[src/rtl/mmu_fault_router.sv]
module mmu_fault_router #(
  parameter int AW = 64,
  parameter int SW = 32
) (
  input  logic          clk,
  input  logic          rst,
  input  logic          flt_stb,
  input  logic [1:0]    flt_acc,
  input  logic [1:0]    flt_cause,
  input  logic [AW-1:0] flt_addr,
  input  logic          pp_deny,
  input  logic          amr_deny,
  input  logic          xlat_i,
  input  logic          xlat_d,
  input  logic          hv_mode,
  input  logic [1:0]    part_vm,
  input  logic [1:0]    rd_sel,
  output logic [AW-1:0] rd_data,
  output logic          exc_valid,
  output logic [1:0]    exc_kind,
  output logic [SW-1:0] err_code
);
  localparam logic [SW-1:0] ONE      = SW'(1);
  localparam logic [SW-1:0] S_NOEXEC = ONE << (SW - 4);
  localparam logic [SW-1:0] S_NOPTE  = ONE << (SW - 2);
  localparam logic [SW-1:0] S_STORE  = ONE << (SW - 7);
  localparam logic [SW-1:0] S_PROT   = ONE << (SW - 5);
  localparam logic [SW-1:0] S_AMR    = ONE << (SW - 11);

  logic [AW-1:0] sv_addr, hv_addr;
  logic [SW-1:0] sv_syn, hv_syn, syn;

  wire is_fetch = (flt_acc == 2'd2);
  wire is_data  = ~flt_acc[1];
  wire cause_ok = is_fetch ? (flt_cause != 2'd3)
                           : (flt_cause == 2'd1 || flt_cause == 2'd2);
  wire take     = flt_stb & cause_ok & (is_fetch | is_data);
  wire xl_on    = is_fetch ? xlat_i : xlat_d;
  wire vm_bit   = xl_on ? part_vm[1] : part_vm[0];
  wire to_hv    = vm_bit & ~hv_mode;

  always_comb begin
    syn = '0;
    if (is_fetch) begin
      case (flt_cause)
        2'd0:    syn = S_NOEXEC;
        2'd1:    syn = S_NOPTE;
        2'd2:    syn = S_PROT;
        default: syn = '0;
      endcase
    end else if (flt_cause == 2'd1) begin
      syn = S_NOPTE | (flt_acc[0] ? S_STORE : '0);
    end else begin
      syn = (pp_deny ? S_PROT : '0) | (amr_deny ? S_AMR : '0);
    end
  end

  always_ff @(posedge clk) begin
    if (rst) begin
      exc_valid <= 1'b0;
      exc_kind  <= '0;
      err_code  <= '0;
      sv_addr   <= '0;
      sv_syn    <= '0;
      hv_addr   <= '0;
      hv_syn    <= '0;
    end else begin
      exc_valid <= take;
      if (take) begin
        exc_kind <= {to_hv, is_data};
        err_code <= is_fetch ? syn : '0;
        if (is_data) begin
          if (to_hv) begin
            hv_addr <= flt_addr;
            hv_syn  <= syn;
          end else begin
            sv_addr <= flt_addr;
            sv_syn  <= syn;
          end
        end
      end
    end
  end

  always_comb begin
    case (rd_sel)
      2'd0:    rd_data = sv_addr;
      2'd1:    rd_data = AW'(sv_syn);
      2'd2:    rd_data = hv_addr;
      default: rd_data = AW'(hv_syn);
    endcase
  end

  a_r2_valid_after_strobe: assert property (@(posedge clk) disable iff (rst)
    exc_valid |-> $past(flt_stb));

  a_r12_no_access_ignored: assert property (@(posedge clk) disable iff (rst)
    (flt_stb && flt_acc == 2'd3) |=> !exc_valid);

  a_r8_fetch_keeps_regs: assert property (@(posedge clk) disable iff (rst)
    (exc_valid && !exc_kind[0]) |-> ($stable(sv_addr) && $stable(sv_syn) &&
                                     $stable(hv_addr) && $stable(hv_syn)));

  a_r7_data_other_pair: assert property (@(posedge clk) disable iff (rst)
    (exc_valid && exc_kind[0]) |-> (err_code == '0 &&
      (exc_kind[1] ? ($stable(sv_addr) && $stable(sv_syn))
                   : ($stable(hv_addr) && $stable(hv_syn)))));

  a_r5_no_hv_route: assert property (@(posedge clk) disable iff (rst)
    (flt_stb && (hv_mode || part_vm == 2'b00)) |=> !(exc_valid && exc_kind[1]));

  a_r3_fetch_to_hv: assert property (@(posedge clk) disable iff (rst)
    (flt_stb && flt_acc == 2'd2 && flt_cause != 2'd3 && !hv_mode &&
     (xlat_i ? part_vm[1] : part_vm[0])) |=> (exc_valid && exc_kind == 2'd2));
endmodule

[config.mk]
export PLATFORM = sky130hd
export DESIGN_NAME = mmu_fault_router
export DESIGN_NICKNAME = d
export VERILOG_FILES = /design/src/rtl/mmu_fault_router.sv
export SDC_FILE = /design/constraint.sdc
export NUM_CORES = 1
export LEC_CHECK = 0
export ABC_AREA = 0
export BUFFER_PORTS_ARGS = -buffer_cell sky130_fd_sc_hd__buf_4
export CAP_MARGIN = 20
export CORE_MARGIN = 3
export CORE_UTILIZATION = 40
export DETAILED_ROUTE_END_ITERATION = 8
export GPL_TIMING_DRIVEN = 1
export SLEW_MARGIN = 5
export SYNTH_ARGS = -nofsm -noshare
export SYNTH_HDL_FRONTEND = slang
export SYNTH_SLANG_ARGS = --single-unit
[constraint.sdc]
create_clock -name clk -period 3 [get_ports clk]
set_input_delay 0.6 -clock clk [delete_from_list [all_inputs] [get_ports clk]]
set_output_delay 0.6 -clock clk [all_outputs]
set_load 0.03 [all_outputs]
==> impl_metrics.toml <==
[cells_and_area]
fin_nets = 1033
area_growth_pct = 27.0
drive_above_1_share_pct = 22.8
multi_input_area_sq_um = 3280
antenna_cells = 0
fill_cells = 1619
fin_cells = 1176
regArea_sq_um = 2920

[clock_tree]
clockBufferDepth = 2
cts_tree = "built"
numCtsBuffers = 17
cts_hold_buf = 0
clock_sinks = 146
cts_resized = 0
clk_pin_slew_ns = 0.06
root_buffer = "clkbuf_16"
h-tree-depth = 4
clock_latency_ns = 0.42
postCtsSetupBuffers = 0

[yosys]
synth_area_leaders = "dfxtp_1 44%, a21oi_1 10%, mux2i_1 9.0%, nand2_1 7.9%, nand3_1 4.9%"
synth.distinct_cells = 36
synth_top_area_share_pct = 43.8
yosys_warnings = 0
synth_area_sq_um = 6670
synthCells = 831
synth_common_cells = "146 x dfxtp_1, 141 x nand2_1, 137 x a21oi_1, 73 x nor2_1, 66 x nand3_1"
synth-edff-count = 0
async_reset_ff_share_pct = 0
synth.most_common_cell = "dfxtp_1"
synth.avg_cell_area_sq_um = 8.03
synthFlopType = "dfxtp_1"
ys_seq_elements = 146
ys_seq_area_share_pct = 43.8
synth_top_area_cell = "dfxtp_1"

[detailed_routing]
route.detailed.drc = 0
drt_pass1_iterations = 7
viasPerCell = 5.09
wl_per_cell_microns = 15.7
drt_iter0_markers = 481
routed_wl_mm = 18.4
vias = 5984
final_antenna_net_count = 0

[worst_setup_path]
endpoint_kind = "output port"
timing.rr.start = "sv_syn[27]$_SDFFE_PP0P_"
ff2ff_path_depth = 2
arrival_ns = 1.72
cp.required_ns = 2.40
cp-startpoint = "rd_sel[1]"
path_max_fanout = 26
cp-start-kind = "input pin"
regToRegEndpoint = "sv_syn[27]$_SDFFE_PP0P_"
critPathKind = "input pin to output port"
rrSetupSlack_ns = 2.19
critPathCapture = "rd_data[1]"

[placed_design]
io_buffers = 151
gp_congestion = 0.773
dp_cells = 1145
place_hpwl_mm = 11.8

[grt]
grt_max_degree = 72
antenna_found_initial = 0
grt_pass1_vias = 5610
grt.total_usage_pct = 20.1
grt_pass1_wl_mm = 29.5
grt-ovfl-total = 0

[run]
max-cap-violations = 0

[run_status]
status = "finished, final reports clean"

[timing]
final_hold_viol_count = 0
slew_violations = 0
fin_hold_ws_ns = 0.428
fin_crit_sh_pct = 77.4
tightest_slew_ns = 0.758
tns_ns = 0
relSlewSlack_pct = 49.4
fmax_mhz = 430
period_minus_slack_ns = 2.32
fin_worst_skew_ns = 0
finalSetupViolCount = 0
rsz0062_at_grt = "false"

[floorplan]
die_w_microns = 135
io_pins = 179
start_util_pct = 41.4
die_height_microns = 135
core-area_sq_um = 16100
rows = 46
die_area_sq_um = 18300

[pwr]
peakVddDrop_uv = 391
leakagePower_nw = 3.41
p_per_area_nw_per_um2 = 571

[hold_path]
hp-class = "input pin to flop"
## per-stage QoR
step | setup slack (ns) | power [mW] | utilization [%] | cell area (sq um)
4_1_cts | 0.644 | 4.88 | 52.6 | 8480
3_3_place_gp | 0.444 | 2.58 | 48.6 | 7830
2_1_floorplan | 0.493 | 2.39 | - | 6770
5_1_grt | 0.595 | 5.03 | 52.6 | 8480
6_report | 0.677 | 4.84 | 52.6 | 8480
3_5_place_dp | 0.404 | 2.58 | 48.6 | 7830
## report_power, final
part / internal, mW / leakage [nW] / switching [mW]
Combinational: 0.189 / 1.92 / 0.339
Clock: 1.50 / 0.311 / 0.804
Sequential: 1.99 / 1.18 / 0.0209
## sequential cells by signal (all words and copies together) (netlist names)
name	flops
exc_kind	2
exc_valid	1
hv_addr	64
sv_addr	64
sv_syn	5
err_code	5
hv_syn	5
## cell families after synthesis
group	Yosys count	share of synthesized area, %
simple gates	296	18.7
fa+ha+maj	5	0.937
flops	146	43.8
buf+inv	104	8.72
mux	66	10.9
compound gates	213	16.9
other cells	1	0.0562
## cells in the final DEF (no fill, tap or decap), drive strengths merged, types with 2 or more instances in the layout
| cell type | count |
|---|---|
| a21o | 3 |
| a21oi | 139 |
| and2 | 2 |
| buf | 173 |
| bufinv | 4 |
| clkbuf | 23 |
| clkinv | 2 |
| clkinvlp | 2 |
| conb | 27 |
| dfxtp | 146 |
| ha | 5 |
| inv | 3 |
| mux2i | 60 |
| mux4 | 5 |
| nand2 | 141 |
| nand3 | 66 |
| nor2 | 73 |
| nor2b | 3 |
| nor3b | 4 |
| o21ai | 67 |
## how the worst min path moves through the flow
stage,endpoint,cells past startpoint,start
6_report,hv_addr[57]$_SDFFE_PP0P_,3,flt_addr[57]
5_1_grt,hv_addr[18]$_SDFFE_PP0P_,3,flt_addr[18]
4_1_cts,hv_addr[0]$_SDFFE_PP0P_,3,flt_addr[0]
3_5_place_dp,hv_addr[2]$_SDFFE_PP0P_,2,hv_addr[2]$_SDFFE_PP0P_
3_3_place_gp,hv_addr[9]$_SDFFE_PP0P_,2,hv_addr[9]$_SDFFE_PP0P_
2_1_floorplan,hv_syn[30]$_SDFFE_PP0P_,2,hv_syn[30]$_SDFFE_PP0P_
## per-layer routing
| metal | track usage [%] | part of all wire, % | vias to the layer above |
|---|---|---|---|
| met4 | 5.60 | 0.83 | 0 |
| met1 | 26.5 | 45 | 2789 |
| met3 | 6.02 | 7.2 | 14 |
| met2 | 32.3 | 47 | 181 |
| li1 | - | - | 3000 |
| met5 | 0 | 0 | - |
## area by class of cell
class	count	area share, %
clock buffers	23	5.87
clock inverters	8	1.76
inverters	3	0.133
multi-input cells	607	38.7
flip-flops and latches	146	34.5
well taps	216	3.19
repair buffers	173	15.9
## worst max-delay path, stage by stage
cell	delay [ns]
buf_4	0.33
buf_12	0.28
mux2i_1	0.26
nor2_1	0.06
buf_4	0.18
Power figures use the tool's default switching activity.
